### src/rtl/ea_unit.sv
module ea_unit #(
  parameter int AW = 32,
  parameter int DISP_W = 16,
  parameter int INSTR_BYTES = 4
) (
  input  logic          clk,
  input  logic          rst_n,
  input  logic          start,
  input  logic [2:0]    mode,
  input  logic [AW-1:0] base_reg,
  input  logic [AW-1:0] index_reg,
  input  logic [1:0]    size,
  input  logic [AW-1:0] imm,
  input  logic [AW-1:0] pc,
  output logic [AW-1:0] ea,
  output logic          ea_valid,
  output logic [AW-1:0] wb_data,
  output logic          wb_en,
  output logic          ptr_rd_req,
  output logic [AW-1:0] ptr_rd_addr,
  input  logic [AW-1:0] ptr_rd_data,
  input  logic          ptr_rd_valid,
  output logic          busy
);
  localparam logic [2:0] M_ABS  = 3'd0;
  localparam logic [2:0] M_RIND = 3'd1;
  localparam logic [2:0] M_RDSP = 3'd2;
  localparam logic [2:0] M_PINC = 3'd3;
  localparam logic [2:0] M_PDEC = 3'd4;
  localparam logic [2:0] M_IDX  = 3'd5;
  localparam logic [2:0] M_PCR  = 3'd6;
  localparam logic [2:0] M_MIND = 3'd7;
  localparam logic [AW-1:0] NEXT_OFS = AW'(INSTR_BYTES);

  logic          waiting;
  logic [1:0]    shamt;
  logic [AW-1:0] step, disp_x, scaled, calc_ea, calc_wb;
  logic          accept;

  assign shamt  = (size == 2'b11) ? 2'd2 : size;
  assign step   = AW'(1) << shamt;
  assign scaled = index_reg << shamt;
  assign disp_x = {{(AW-DISP_W){imm[DISP_W-1]}}, imm[DISP_W-1:0]};
  assign accept = start && !waiting;

  always_comb begin
    calc_wb = base_reg;
    case (mode)
      M_ABS:   calc_ea = imm;
      M_RIND:  calc_ea = base_reg;
      M_RDSP:  calc_ea = base_reg + disp_x;
      M_PINC: begin
        calc_ea = base_reg;
        calc_wb = base_reg + step;
      end
      M_PDEC: begin
        calc_ea = base_reg - step;
        calc_wb = base_reg - step;
      end
      M_IDX:   calc_ea = base_reg + scaled;
      M_PCR:   calc_ea = pc + NEXT_OFS + disp_x;
      default: calc_ea = imm;
    endcase
  end

  always_ff @(posedge clk) begin
    if (!rst_n) begin
      waiting     <= 1'b0;
      ea          <= '0;
      ea_valid    <= 1'b0;
      wb_data     <= '0;
      wb_en       <= 1'b0;
      ptr_rd_addr <= '0;
    end else begin
      ea_valid <= 1'b0;
      wb_en    <= 1'b0;
      if (accept) begin
        if (mode == M_MIND) begin
          waiting     <= 1'b1;
          ptr_rd_addr <= imm;
        end else begin
          ea       <= calc_ea;
          ea_valid <= 1'b1;
          wb_data  <= calc_wb;
          wb_en    <= (mode == M_PINC) || (mode == M_PDEC);
        end
      end else if (waiting && ptr_rd_valid) begin
        waiting  <= 1'b0;
        ea       <= ptr_rd_data;
        ea_valid <= 1'b1;
      end
    end
  end

  assign busy       = waiting;
  assign ptr_rd_req = waiting;

  a_r1_req_only_busy: assert property (@(posedge clk) disable iff (!rst_n)
    ptr_rd_req |-> busy);
  a_r11_wb_with_valid: assert property (@(posedge clk) disable iff (!rst_n)
    wb_en |-> ea_valid);
  a_r4_post_inc: assert property (@(posedge clk) disable iff (!rst_n)
    (accept && mode == M_PINC) |=> (ea_valid && wb_en && ea == $past(base_reg)
      && wb_data == $past(base_reg) + $past(step)));
  a_r5_pre_dec: assert property (@(posedge clk) disable iff (!rst_n)
    (accept && mode == M_PDEC) |=> (ea_valid && wb_en && ea == wb_data
      && ea == $past(base_reg) - $past(step)));
  a_r9_ptr_to_ea: assert property (@(posedge clk) disable iff (!rst_n)
    (busy && ptr_rd_valid) |=> (ea_valid && !busy && ea == $past(ptr_rd_data)));
  a_r10_hold_while_busy: assert property (@(posedge clk) disable iff (!rst_n)
    (busy && !ptr_rd_valid) |=> (busy && !ea_valid && $stable(ptr_rd_addr)));
  a_r9_enter_wait: assert property (@(posedge clk) disable iff (!rst_n)
    (accept && mode == M_MIND) |=> (busy && !ea_valid && ptr_rd_addr == $past(imm)));
endmodule

### config.mk
export PLATFORM = sky130hd
export DESIGN_NAME = ea_unit
export DESIGN_NICKNAME = d
export VERILOG_FILES = /design/src/rtl/ea_unit.sv
export SDC_FILE = /design/constraint.sdc
export NUM_CORES = 1
export LEC_CHECK = 0
export CAP_MARGIN = 30
export CORE_ASPECT_RATIO = 2
export CORE_MARGIN = 3
export CORE_UTILIZATION = 50
export CTS_CLUSTER_SIZE = 16
export DETAILED_ROUTE_END_ITERATION = 7
export HOLD_SLACK_MARGIN = 0.03
export PLACE_DENSITY_LB_ADDON = 0.3
export REMOVE_ABC_BUFFERS = 1
export SYNTH_ARGS = -nofsm -noshare
export SYNTH_HDL_FRONTEND = slang
export SYNTH_SLANG_ARGS = --single-unit
### constraint.sdc
create_clock -name clk -period 7.8 [get_ports clk]
set_input_delay 0.78 -clock clk [delete_from_list [all_inputs] [get_ports clk]]
set_output_delay 0.78 -clock clk [all_outputs]
set_load 0.05 [all_outputs]
==> impl_summary.md <==
Critical path
The kind of start point of the critical path is an input port. The startpoint-to-endpoint class of the critical path is input port to flop. The worst register-to-register path begins at busy$_SDFFE_PN0P_. Traced cell by cell, the critical path runs through clkdlybuf4s50_1 > nor2b_1 > nand2_1 > buf_4 > nand2_1 > o21ai_0 > ha_1 > a211oi_1 > nor2_1 > a2111oi_0 > a211oi_1 > a21oi_1 > xnor2_1 > nand2_1 > a311oi_2.

Data on the critical path is required at its endpoint by ~8 ns. The delay of the slowest cell on the worst path is 0.80 ns. The most repeated library cell on the critical path is nand2_1.

For this design, the slowest cell found on the critical path is clkdlybuf4s50_1. Tracing the worst setup path back leads to its startpoint at mode[1]. In this run the worst path has a maximum fanout of 40. Counting both buffers and inverters, the worst setup path holds a total of 2. STA classifies the critical path endpoint as a flop. The cell family contributing the most delay on the critical path is compound AO/OA/AOI/OAI gates. STA puts the critical path data arrival time at 5.47 ns.

Timing
The final-report max-slew violation count is 0. The minimum clock period after layout is ~5.2 ns. Measured against its own limit, the worst slew margin works out to between 20% and 30%. For the final routed database, the setup TNS stands at 0 ns. Setup repair after global routing left no endpoint under its margin. The worst setup skew after layout is approximately 0.011 ns. The final number of hold-violating endpoints is 0. The slew at the pin with the worst max-slew slack is 1.13 ns. For this run, the top clock speed supported by timing is roughly 0.19 GHz.

The final critical path takes up 66.2% of the cycle. Setup violations remaining at the end of the flow were counted as 0. The slack of the critical path is about 2.6 ns.

Finish
The layout overhead on the synthesized area is 26.7%. The final layout contains roughly 2,100 nets. The number of standard cells in the layout, taps in and fillers out is between 2,000 and 2,500. The total non-filler cell area in the finished layout is approximately 0.015 sq mm. The post-route netlist has 3.97% of its cells at a drive strength greater than 1.

Placed design
The final HPWL from detailed placement is roughly 38,000 microns. Including well taps, the total number of placed cells is around 2,100. Once placement finished, the instance area stood at between 0.01 and 0.015 sq mm.

At the placement stage, the worst setup path has a slack of 2.30 ns. Routability-driven placement finished with a final weighted congestion of approximately 1. During placement, the flow inserted port buffers numbering roughly 270.

Global route
The number of global-route vias before repair is ~14,000. The initial antenna violation count came to 0. The first-pass GRT wire length is 74,800 microns. The leftover overflow at the end of global routing is 0. The largest net degree at the start of global routing is 74. The overall routing resource usage is 38.4%.

Logic synthesis
The dominant synthesized flop cell is dfxtp_1. The proportion of synthesized flip-flops having asynchronous set or reset is 0%. The biggest area contributor in the post-synthesis netlist is dfxtp_1. The sequential element share of the synthesized area is about 17%. The Yosys warning count is 0. A synthesized cell averages ~6.9 sq um. Counting distinct cell types in the post-synthesis netlist gives 80. Yosys mapped a number of flops with a built-in enable equal to 0. The mapped netlist covers around 0.011 sq mm. The top cell type by area accounts for 17.3% of the synthesized area. The number of standard cells after synthesis is 1,652. By area the synthesized netlist is led by dfxtp_1, ha_1, a21oi_1. In this run, synthesis produced a sequential element count of between 90 and 100.

Clock network
The post-CTS setup buffer count is 0. The post-CTS resize count is 0. The clock edge transition at the registers on the reported setup and hold paths is around 0.080 ns.

The insertion delay of the later-clocked pin in the worst-skew pair is approximately 0.39 ns. The H-tree was split into 3 levels. The clock buffer count from CTS is 9. The TritonCTS clock tree is built. The clock drives 99 sinks. Clock tree synthesis selected as its root buffer the cell clkbuf_16.

Buffers inserted to repair hold after CTS numbered 0. The clock passes through at most 2 buffers.

Drt
The number of antenna-violating nets in the routed design is 0. The final routed wirelength across all metal layers is roughly 49,000 microns. The first detailed-routing pass took 8 iterations.

After detailed routing, the number of remaining DRC violations is 0. After detailed routing, the average wire length per cell comes to around 23 microns. Dividing the detail-routed via count by the number of cells gives approximately 6.6. The final route contains roughly 14,000 vias. In this run, the number of DRC markers left after iteration 0 of detailed routing was ~1,300.

Floorplan
In this run the core area contains 77 standard-cell rows. The die is approximately 220 microns tall. The die covers 0.0249 sq mm.

The core region is around 0.022 sq mm. The number of ports placed on the die boundary is about 270. The initial utilization of the core area, before any placement, comes to 51.3%. The die boundary width is about 110 microns.

Power
VDD sags by at most roughly 0.18 mV. The completed layout was analyzed and its total power is ~2100 uW. The leakage power is 0.00568 uW.

The power per cell area is between 100 and 150 mW/mm^2.

Run status
The flow ran to the end, and the final reports show no timing, DRC or antenna violations.

Flow run
Across the run, the number of max-cap violations was 0.

Hold path
The worst hold-check path type is flop to flop. The launch instance of the worst min-delay path is wb_data[12]$_SDFFE_PN0P_.
[path summary, 6_finish.rpt]
| kind | endpoint | slack [ns] | cells past startpoint |
|---|---|---|---|
| worst max-delay path | ea[23]$_SDFFE_PN0P_ | 2.63 | 15 |
| worst min-delay path | wb_data[12]$_SDFFE_PN0P_ | 0.45 | 2 |
| worst max register to register | ea[30]$_SDFFE_PN0P_ | 5.19 | 8 |
| worst min register to register | wb_data[12]$_SDFFE_PN0P_ | 0.45 | 2 |
[cell usage after synthesis (all sizes together) (4+ instances only)]
master,instances
a21o,34
a2111oi,4
o221ai,19
o31ai,5
a21oi,222
o211ai,19
o21a,9
a22oi,6
fa,4
or2,4
dfxtp,99
nand2b,9
a31oi,13
nand3,43
nand2,216
nand4,24
o21ai,141
a311oi,10
nor2,127
and4,4
nor2b,5
nor4,16
inv,35
or4,6
o21bai,11
and3,17
buf,16
and2,13
or3,21
o22ai,6
xnor2,47
clkbuf,106
a211oi,31
xor2,26
nor3,56
mux2i,47
a221oi,21
o311ai,5
ha,107
[sequential cells by signal, indices dropped and copies added (netlist names)]
name and flops:
ea 32, ptr_rd_addr 32, wb_data 32, busy 1
ea_valid 1, wb_en 1
[kinds of logic after synthesis]
logic type	Yosys count	synth area share [%]
and+or+nand+nor	575	23.7
AOI/OAI and AO/OA	588	31.6
xor gates and xnor gates	73	5.57
DFF	99	17.3
adders and majority gates	111	12.4
muxes	47	4.10
other	2	0.0655
buffers and inverters	157	5.31
[worst min-delay path, delay by kind of cell (launching register included)]
kind,cells,cell delay [ns]
flip-flops,1,0.31
AO/OA/AOI/OAI,1,0.05
AND/OR/NAND/NOR,1,0.05
[area by class of cell]
class / instances / area (sq um)
antenna: 1 / 2.50
clock buffer: 9 / 225
clock inverter: 7 / 67.6
fill: 2037 / 7820
inverter: 35 / 131
multi-input combinational: 1396 / 8900
sequential: 99 / 1980
tap: 276 / 345
timing repair buffer: 295 / 2880
[layer usage]
layer	vias up	GRT usage (%)	wire length, microns
met4	0	21.3	2800
li1	6451	-	-
met1	6533	43.6	18100
met5	-	0	0
met3	185	4.87	3300
met2	741	68.7	25100
[layout by cell type (no fill, tap or decap), types with 17 or more instances in the layout]
| cell type | n |
|---|---|
| a211oi_1 | 31 |
| a21o_1 | 34 |
| a21oi_1 | 221 |
| a221oi_1 | 20 |
| and3_1 | 17 |
| buf_4 | 27 |
| clkdlybuf4s50_1 | 266 |
| dfxtp_1 | 99 |
| ha_1 | 107 |
| inv_1 | 34 |
| mux2i_1 | 47 |
| nand2_1 | 216 |
| nand3_1 | 41 |
| nand4_1 | 24 |
| nor2_1 | 125 |
| nor3_1 | 56 |
| o211ai_1 | 19 |
| o21ai_0 | 139 |
| o221ai_1 | 19 |
| or3_1 | 21 |
| xnor2_1 | 47 |
| xor2_1 | 26 |
[power breakdown]
group | switching, uW | internal (uW) | total (uW)
combinational | 634 | 387 | 1020
clock | 252 | 225 | 477
sequential | 17.8 | 537 | 555
[per-stage QoR]
stage,utilization [%],hold WS (ns)
after floorplan,-,0.677
after global placement,63.7,0.437
after detailed placement,63.7,0.444
after CTS,65.0,0.453
after global routing,65.0,0.475
final,65.0,0.451
Note: power is estimated with default switching activity, not from simulation.
